`config.mk`:
```
export PLATFORM = sky130hd
export DESIGN_NAME = extmem_evt_irq
export DESIGN_NICKNAME = d
export VERILOG_FILES = /design/src/rtl/evt_pkg.sv /design/src/rtl/evt_sync.sv /design/src/rtl/evt_edge.sv /design/src/rtl/evt_regs.sv /design/src/rtl/extmem_evt_irq.sv
export SDC_FILE = /design/constraint.sdc
export NUM_CORES = 1
export LEC_CHECK = 0
export CAP_MARGIN = 10
export CORE_UTILIZATION = 45
export CTS_BUF_LIST = sky130_fd_sc_hd__clkbuf_8
export DETAILED_ROUTE_END_ITERATION = 10
export PLACE_DENSITY = 0.86
export SLEW_MARGIN = 20
export SYNTH_ARGS = -nofsm -noshare
export SYNTH_HDL_FRONTEND = slang
export SYNTH_SLANG_ARGS = --single-unit
```
`constraint.sdc`:
```
create_clock -name clk -period 1.91 [get_ports clk]
set_input_delay 0.4775 -clock clk [delete_from_list [all_inputs] [get_ports clk]]
set_output_delay 0.4775 -clock clk [all_outputs]
set_load 0.02 [all_outputs]
```
`src/rtl/evt_pkg.sv`:
```
package evt_pkg;
  localparam int ENGINE_EVTS = 2;
  localparam logic [1:0] SEL_STATUS = 2'd0;
  localparam logic [1:0] SEL_ENABLE = 2'd1;
  localparam logic [1:0] SEL_POL    = 2'd2;
  localparam logic [1:0] SEL_LEVEL  = 2'd3;
endpackage

```
`src/rtl/evt_sync.sv`:
```
module evt_sync #(
  parameter int W      = 2,
  parameter int STAGES = 2
) (
  input  logic         clk,
  input  logic         rst,
  input  logic [W-1:0] din,
  output logic [W-1:0] dout
);
  logic [W-1:0] stg_q [STAGES];

  always_ff @(posedge clk) begin
    if (rst) begin
      for (int i = 0; i < STAGES; i++) stg_q[i] <= '0;
    end else begin
      stg_q[0] <= din;
      for (int i = 1; i < STAGES; i++) stg_q[i] <= stg_q[i-1];
    end
  end

  assign dout = stg_q[STAGES-1];
endmodule

```
`src/rtl/evt_edge.sv`:
```
module evt_edge #(
  parameter int W = 2
) (
  input  logic         clk,
  input  logic         rst,
  input  logic [W-1:0] lvl,
  input  logic [W-1:0] pol,
  output logic [W-1:0] hit
);
  logic [W-1:0] prev_q;

  always_ff @(posedge clk) begin
    if (rst) prev_q <= '0;
    else     prev_q <= lvl;
  end

  for (genvar g = 0; g < W; g++) begin : g_pin
    assign hit[g] = pol[g] ? (prev_q[g] & ~lvl[g]) : (lvl[g] & ~prev_q[g]);


    edge_pol_chk: assert property (@(posedge clk) disable iff (rst)
      hit[g] |-> (lvl[g] == !pol[g]) && (lvl[g] != $past(lvl[g])));
  end
endmodule

```
`src/rtl/evt_regs.sv`:
```
module evt_regs
  import evt_pkg::*;
#(
  parameter int NUM_WAIT = 2,
  parameter int DATA_W   = 16,
  localparam int NUM_EVT = ENGINE_EVTS + NUM_WAIT
) (
  input  logic                clk,
  input  logic                rst,
  input  logic [NUM_EVT-1:0]  set_vec,
  input  logic [NUM_WAIT-1:0] lvl,
  input  logic [1:0]          addr,
  input  logic                wr_en,
  input  logic [DATA_W-1:0]   wr_data,
  output logic [NUM_WAIT-1:0] pol,
  output logic [DATA_W-1:0]   rd_data,
  output logic                irq
);
  logic [NUM_EVT-1:0]  status_q, en_q, clr;
  logic [NUM_WAIT-1:0] pol_q;
  logic [DATA_W-1:0]   rd_n;
  logic                unused_wr;

  assign unused_wr = ^wr_data;
  assign clr = (wr_en && addr == SEL_STATUS) ? wr_data[NUM_EVT-1:0] : '0;

  always_ff @(posedge clk) begin
    if (rst) begin
      status_q <= '0;
      en_q     <= '0;
      pol_q    <= '0;
      irq      <= 1'b0;
    end else begin
      status_q <= (status_q & ~clr) | set_vec;
      if (wr_en && addr == SEL_ENABLE) en_q  <= wr_data[NUM_EVT-1:0];
      if (wr_en && addr == SEL_POL)    pol_q <= wr_data[NUM_WAIT-1:0];
      irq <= |(status_q & en_q);
    end
  end

  always_comb begin
    rd_n = '0;
    case (addr)
      SEL_STATUS: rd_n[NUM_EVT-1:0]  = status_q;
      SEL_ENABLE: rd_n[NUM_EVT-1:0]  = en_q;
      SEL_POL:    rd_n[NUM_WAIT-1:0] = pol_q;
      default:    rd_n[NUM_WAIT-1:0] = lvl;
    endcase
  end

  always_ff @(posedge clk) begin
    if (rst) rd_data <= '0;
    else     rd_data <= rd_n;
  end

  assign pol = pol_q;

  for (genvar g = 0; g < NUM_EVT; g++) begin : g_bit

    sticky_hold_chk: assert property (@(posedge clk) disable iff (rst)
      (status_q[g] && !clr[g]) |=> status_q[g]);

    clear_drop_chk: assert property (@(posedge clk) disable iff (rst)
      (status_q[g] && clr[g] && !set_vec[g]) |=> !status_q[g]);

    set_wins_chk: assert property (@(posedge clk) disable iff (rst)
      set_vec[g] |=> status_q[g]);
  end


  irq_follow_chk: assert property (@(posedge clk) disable iff (rst)
    irq == |($past(status_q & en_q)));
endmodule

```
`src/rtl/extmem_evt_irq.sv`:
```
module extmem_evt_irq
  import evt_pkg::*;
#(
  parameter int NUM_WAIT    = 2,
  parameter int DATA_W      = 16,
  parameter int SYNC_STAGES = 2
) (
  input  logic                clk,
  input  logic                rst,
  input  logic                fifo_evt,
  input  logic                tcount_evt,
  input  logic [NUM_WAIT-1:0] wait_pin,
  input  logic [1:0]          addr,
  input  logic                wr_en,
  input  logic [DATA_W-1:0]   wr_data,
  output logic [DATA_W-1:0]   rd_data,
  output logic                irq
);
  localparam int NUM_EVT = ENGINE_EVTS + NUM_WAIT;

  logic [NUM_WAIT-1:0] lvl, pol, hit;
  logic [NUM_EVT-1:0]  set_vec;

  evt_sync #(.W(NUM_WAIT), .STAGES(SYNC_STAGES)) u_sync (
    .clk(clk), .rst(rst), .din(wait_pin), .dout(lvl)
  );

  evt_edge #(.W(NUM_WAIT)) u_edge (
    .clk(clk), .rst(rst), .lvl(lvl), .pol(pol), .hit(hit)
  );

  assign set_vec = {hit, tcount_evt, fifo_evt};

  evt_regs #(.NUM_WAIT(NUM_WAIT), .DATA_W(DATA_W)) u_regs (
    .clk(clk), .rst(rst), .set_vec(set_vec), .lvl(lvl), .addr(addr),
    .wr_en(wr_en), .wr_data(wr_data), .pol(pol), .rd_data(rd_data), .irq(irq)
  );
endmodule

```
==> summary.md, run 1 <==
| Metric | Value |
|---|---|
| Final setup violation count | `0` |
| Number of max-cap violations | `0` |
| Crit path cell chain | `clkdlybuf4s50_1` |
| Vias in the first global route | `610` |
| Commonest non-fill, non-tap cells in the layout | `dfxtp_1 (21), clkdlybuf4s50_1 (17), conb_1 (12), nand2b_1 (10), mux2i_1 (8)` |
| Final Hold Slack | `0.443 ns` |
| Nets | `~140` |
| Rows | `16` |
| Die X-Extent | `48.8 microns` |
| Hold buffers post-CTS | `0` |
| Arr. time, crit path | `approximately 1.2 ns` |
| DP HPWL | `1200 microns` |
| Detailed Route WL | `1560 microns` |
| Crit share post-route | `a little under nine tenths` |
| Crit path max-delay family | `buffers and inverters` |
| Crit path launch type | `flip-flop` |
| Antenna Violating Nets Remaining | `0` |
| Clk root buf | `clkbuf_8` |
| Library cells used by synthesis | `25` |
| RSZ-0062 raised after global routing | `false` |
| Layout Utilization | `58.9%` |
| Maximum resistive drop on vdd | `0.000407 V` |
| First-pass GRT wire length | `2630 microns` |
| Initial Util | `49.1%` |
| I/O Buffers | `17` |
| Final Hold Violating Endpoints | `0` |
| Pwr/cell area | `about 740 nW/um^2` |
| Largest net degree at the start of global routing | `13` |
| Ant. Diodes | `0` |
| Critical Setup Path Class | `flip-flop to output pin` |
| Wire length per cell | `11.4 microns` |
| Area Overhead vs Synth | `19.8%` |
| Reg clk slew, reported paths | `0.07 ns` |
| Fmax | `0.609 GHz` |
| Core Region | `2000 sq um` |
| Slowest stage delay, CP | `0.59 ns` |
| Final max-slew violation count | `0` |
| Vias | `approximately 660` |
| Initial antenna violation count | `0` |
| I/O Pins | `42` |
| GRT overflow | `0` |
| Crit-path max FO | `1` |
| Most common cell after layout, fill and taps aside | `dfxtp_1` |
| Layout Skew | `0.00359 ns` |
| Pleak | `0.000463 uW` |
| Vias per Instance | `slightly below 5` |
| Setup tns final | `0 ns` |
| Clock tree from TritonCTS | `yes` |
| Footprint of the multi-input gates | `463 sq um` |
| Vert. Die Dim | `48.8 microns` |
| Mapped Cells | `about 90` |
| Final Critical Period | `between 1.5 and 2 ns` |
| Data required, critical path | `1.43 ns` |
| Post-route DRC | `0` |
| Clock Tree Buf Depth | `2` |
| Kind of end point of the critical path | `output pin` |
| Crit path max-delay cell type | `clkdlybuf4s50_1` |
| Die ar. | `2380 sq um` |
| Status | `complete, no violations` |
| Number of buffers created by CTS | `3` |
| Flops & latches, synth | `21` |
| Syn avg cell area | `between 10 and 15 sq um` |
| Synth warn | `0` |
| Clk_lat worst skew | `0.26 ns` |
| H-tree depth | `1` |
| Fillers | `roughly 180` |
| Sequential-to-total area share from yosys stat | `42.7%` |
| Initial drt markers | `4` |
| GRT Overall Usage | `14.7%` |
| Mapped cell area | `983 sq um` |
| Final GP Congestion | `0.792` |
| Layout cells sized above 1 | `a little over an eighth` |
| HP Class | `flip-flop to flip-flop` |
| Pre-Repair DR Iteration Count | `4` |
| Post-CTS sizing | `0` |
| Setup Fix Bufs, Post-CTS | `0` |
| Reg area | `420 sq um` |
| Buf/Inv on CP | `1` |
| Clock sink count | `21` |
[layer usage]
metal | global-route usage, % | wire, microns
met5 | 0 | 0
met4 | 10.3 | 40
met3 | 2.20 | 73
met2 | 23.1 | 750
met1 | 18.3 | 696
[layout make-up]
class,count,share of cell area [%]
clock buffers,3,3.50
clock inverters,1,0.425
inverters,4,1.27
multi-input cells,60,39.3
flip-flops and latches,21,35.7
well taps,27,2.87
repair buffers,21,17.0
[registers in the layout, summed over array words and instances, names as in the netlist]
name and count:
u_edge.prev_q 2, u_regs.en_q 4, u_regs.irq 1, u_regs.pol 2
u_regs.rd_data 4, u_regs.status_q 4, u_sync.stg_q 4
[power by group]
part | leakage [uW] | total, uW | internal, uW | switching (uW)
Sequential | 0.000172 | 468 | 456 | 11.6
Clock | 0.0000255 | 283 | 145 | 138
Combinational | 0.000266 | 121 | 62.1 | 59.3
[stage by stage]
stage               power (uW)  cells  setup WS, ns  cell area, sq um
floorplan                  573    103         0.591              1020
global placement           596    133        0.0823              1130
detailed placement         599    133        0.0713              1130
CTS                        879    137         0.256              1180
global route               915    137         0.222              1180
finish                     872    137         0.268              1180
[cell usage after synthesis (all sizes together)]
cell | instances | share of area (%)
a21oi | 1 | 0.51
a22oi | 2 | 1.5
a311oi | 2 | 1.8
and3b | 1 | 1.0
and4bb | 2 | 2.5
buf | 15 | 12
clkbuf | 3 | 1.3
conb | 1 | 0.38
dfxtp | 21 | 43
inv | 4 | 1.5
mux2i | 8 | 8.1
mux4 | 2 | 4.6
nand2b | 10 | 6.4
nand3b | 1 | 0.76
nor2 | 2 | 0.76
nor2b | 8 | 6.6
nor3 | 2 | 1.0
nor3b | 1 | 0.76
o311ai | 2 | 1.8
or4b | 2 | 2.0
or4bb | 2 | 2.3
[cells by family after synthesis]
family,share of synthesized area [%]
and+or+nand+nor,24.2
DFF,42.7
AOI/OAI and AO/OA,5.60
buffers and inverters,14.4
other,0.381
muxes,12.7
[worst paths after layout]
kind                                    startpoint                 end  slack (ns)  cells past startpoint
worst min register to register  u_sync.stg_q[0][0]  u_sync.stg_q[0][2]        0.44                      1
worst max register to register       u_regs.pol[1]  u_regs.status_q[3]        0.87                      2
worst min-delay path            u_sync.stg_q[0][0]  u_sync.stg_q[0][2]        0.44                      1
worst max-delay path             u_regs.rd_data[3]          rd_data[3]        0.27                      1
(Power assumes the default switching activity.)
==> inputs of run 2 (changes only) <==
--- a/config.mk
+++ b/config.mk
@@ -6,6 +6,7 @@
 export NUM_CORES = 1
 export LEC_CHECK = 0
 export CAP_MARGIN = 10
+export CORE_MARGIN = 1
 export CORE_UTILIZATION = 45
 export CTS_BUF_LIST = sky130_fd_sc_hd__clkbuf_8
 export DETAILED_ROUTE_END_ITERATION = 10
==> results of run 2 <==
Same layout as run 1: the final DEF is identical, and so are final timing and power.
==> inputs of run 3 (changes only) <==
--- a/config.mk
+++ b/config.mk
@@ -10,6 +10,7 @@
 export CORE_UTILIZATION = 45
 export CTS_BUF_LIST = sky130_fd_sc_hd__clkbuf_8
 export DETAILED_ROUTE_END_ITERATION = 10
+export GPL_TIMING_DRIVEN = 0
 export PLACE_DENSITY = 0.86
 export SLEW_MARGIN = 20
 export SYNTH_ARGS = -nofsm -noshare
==> run 3 against run 2 <==
Effect of this change: non-clock buffer count grew 11; critical path depth is the same; clock power is essentially flat; design area grew 5.6%; maximum frequency shrank 0.17%; final cell count grew 8.0%; largest power group unchanged; worst setup slack lost 0.0029 ns; clock skew grew 0.0013 ns; register-to-register slack is essentially flat.
==> summary.md, run 3 (synthesized netlist as in run 1, its figures left out) <==
| Metric | Value |
|---|---|
| Reg clk slew, reported paths | `0.07 ns (about the same)` |
| Most common cell after layout, fill and taps aside | `dfxtp_1` |
| Fillers | `183 (+2.2%)` |
| Reg2reg setup slack | `0.86 ns (about the same)` |
| Pwr/cell area | `715 nW/um^2 (-3.3%)` |
| Rows | `16 (unchanged)` |
| Setup Fix Bufs, Post-CTS | `0 (unchanged)` |
| Post-DP Area | `1200 sq um (+5.9%)` |
| Worst r2r src | `u_regs.pol[1]` |
| DP HPWL | `1260 microns (+5.6%)` |
| Fmax | `0.608 GHz (-0.17%)` |
| Commonest non-fill, non-tap cells in the layout | `dfxtp_1 (21), clkdlybuf4s50_1 (14), buf_4 (13), conb_1 (12), nand2b_1 (10)` |
| Crit path cell chain | `clkdlybuf4s50_1` |
| Maximum resistive drop on vdd | `0.000612 V (+50%)` |
| Vert. Die Dim | `48.8 microns (unchanged)` |
| Final instance area | `1240 sq um (+5.6%)` |
| Min-delay src | `u_sync.stg_q[0][0]` |
| Initial antenna violation count | `0 (unchanged)` |
| Pre-Repair DR Iteration Count | `4 (unchanged)` |
| Depth of the most critical reg-to-reg path | `2 (unchanged)` |
| Clock tree from TritonCTS | `yes` |
| Die ar. | `2380 sq um (unchanged)` |
| Core Region | `2000 sq um (unchanged)` |
| Die X-Extent | `48.8 microns (unchanged)` |
| Post-CTS sizing | `0 (unchanged)` |
| Slew HR | `63.2%` |
| Final Critical Period | `1.65 ns (+0.00286 ns)` |
| H-tree depth | `1 (unchanged)` |
| Area Overhead vs Synth | `26.6%` |
| Buf/Inv on CP | `1 (unchanged)` |
| Arr. time, crit path | `1.17 ns (about the same)` |
| Vias per Instance | `4.80 (-0.13%)` |
| Initial drt markers | `15 (+11)` |
| Crit path launch type | `flip-flop` |
| Hold Crit Endpoint | `u_sync.stg_q[0][2]` |
| Final setup violation count | `0 (unchanged)` |
| First-pass GRT wire length | `3030 microns (+15%)` |
| Crit share post-route | `86.1% (+0.15 points)` |
| Kind of end point of the critical path | `output pin` |
| Hold buffers post-CTS | `0 (unchanged)` |
| Crit path max-delay family | `buffers and inverters` |
| Pleak | `0.000519 uW (+12%)` |
| Clock Tree Buf Depth | `2 (unchanged)` |
| Final Hold Slack | `0.441 ns (-0.00196 ns)` |
| Clock sink count | `21 (unchanged)` |
| Nets | `147 (+8.1%)` |
| Number of buffers created by CTS | `3 (unchanged)` |
| Crit-path max FO | `1 (unchanged)` |
| Clk_lat worst skew | `0.26 ns (about the same)` |
| Layout Skew | `0.00494 ns (+0.00135 ns)` |
| Setup tns final | `0 ns (unchanged)` |
| I/O Pins | `42 (unchanged)` |
| Final Hold Violating Endpoints | `0 (unchanged)` |
| Status | `complete, no violations` |
| RR Endpoint | `u_regs.status_q[3]` |
| Detailed Route WL | `1710 microns (+9.6%)` |
| Crit path max-delay cell type | `clkdlybuf4s50_1` |
| Data required, critical path | `1.43 ns (about the same)` |
| Measured slew at the worst slew-check pin | `0.553 ns` |
| Wire length per cell | `11.6 microns (+1.5%)` |
| Vias | `711 (+7.9%)` |
| Final max-slew violation count | `0 (unchanged)` |
| Layout Utilization | `62.2% (+3.3 points)` |
| Post-route DRC | `0 (unchanged)` |
| Worst Hold Depth | `1 (unchanged)` |
| Number of max-cap violations | `0 (unchanged)` |
| Final GP Congestion | `0.751 (-5.2%)` |
| Clk root buf | `clkbuf_8` |
| GRT Overall Usage | `16.9% (+2.2 points)` |
| Initial Util | `49.1% (unchanged)` |
| RSZ-0062 raised after global routing | `false` |
| Layout cells sized above 1 | `22.3% (+8.7 points)` |
| Slowest stage delay, CP | `0.59 ns (about the same)` |
| Critical Setup Path Class | `flip-flop to output pin` |
| Ant. Diodes | `0 (unchanged)` |
| Antenna Violating Nets Remaining | `0 (unchanged)` |
| Vias in the first global route | `677 (+11%)` |
| HP Class | `flip-flop to flip-flop` |
| GRT overflow | `0 (unchanged)` |
| Largest net degree at the start of global routing | `13 (unchanged)` |
| I/O Buffers | `14 (-3)` |
run 3: cell types whose count changed in the layout (fill, tap and decap cells not counted), sizes merged:
cell	delta
buf	+11
clkbuf	+3
clkdlybuf4s50	-3
run 3: metrics by stage:
step                setup slack [ns]  instances  total power, uW
floorplan                      0.591        103              573
global placement               0.271        144              610
detailed placement             0.247        144              613
CTS                            0.257        148              898
global route                   0.218        148              938
finish                         0.265        148              890
run 3: worst max-delay path by stage:
stage	startpoint	endpoint	slack [ns]	cells past startpoint
after floorplan	addr[0]	u_regs.rd_data[0]	0.59	3
after global placement	wr_en	u_regs.en_q[1]	0.27	4
after detailed placement	wr_en	u_regs.en_q[1]	0.25	4
after CTS	u_regs.rd_data[2]	rd_data[2]	0.26	1
after global routing	u_regs.irq	irq	0.22	1
final	u_regs.rd_data[2]	rd_data[2]	0.26	1
run 3: power by group:
group	total (uW)	leakage, uW	internal (uW)	switching (uW)
clock network	286	0.0000255	145	141
logic	137	0.000322	73.3	63.4
registers	467	0.000172	456	11.3
run 3: final cells by class:
type,count,area [sq um],area share (%)
multi-input combinational,60,463,37.2
sequential,21,420,33.8
timing repair buffer,14,140,11.3
buffer,18,126,10.2
clock buffer,3,41.3,3.32
tap,27,33.8,2.71
inverter,4,15.0,1.21
clock inverter,1,5.00,0.402
run 3: per-layer routing:
layer,global-route usage [%],share of wire [%],vias up
li1,-,-,348
met5,0,0,-
met4,5.88,0.94,0
met1,19.2,42,332
met3,5.35,6.7,3
met2,29.4,50,28
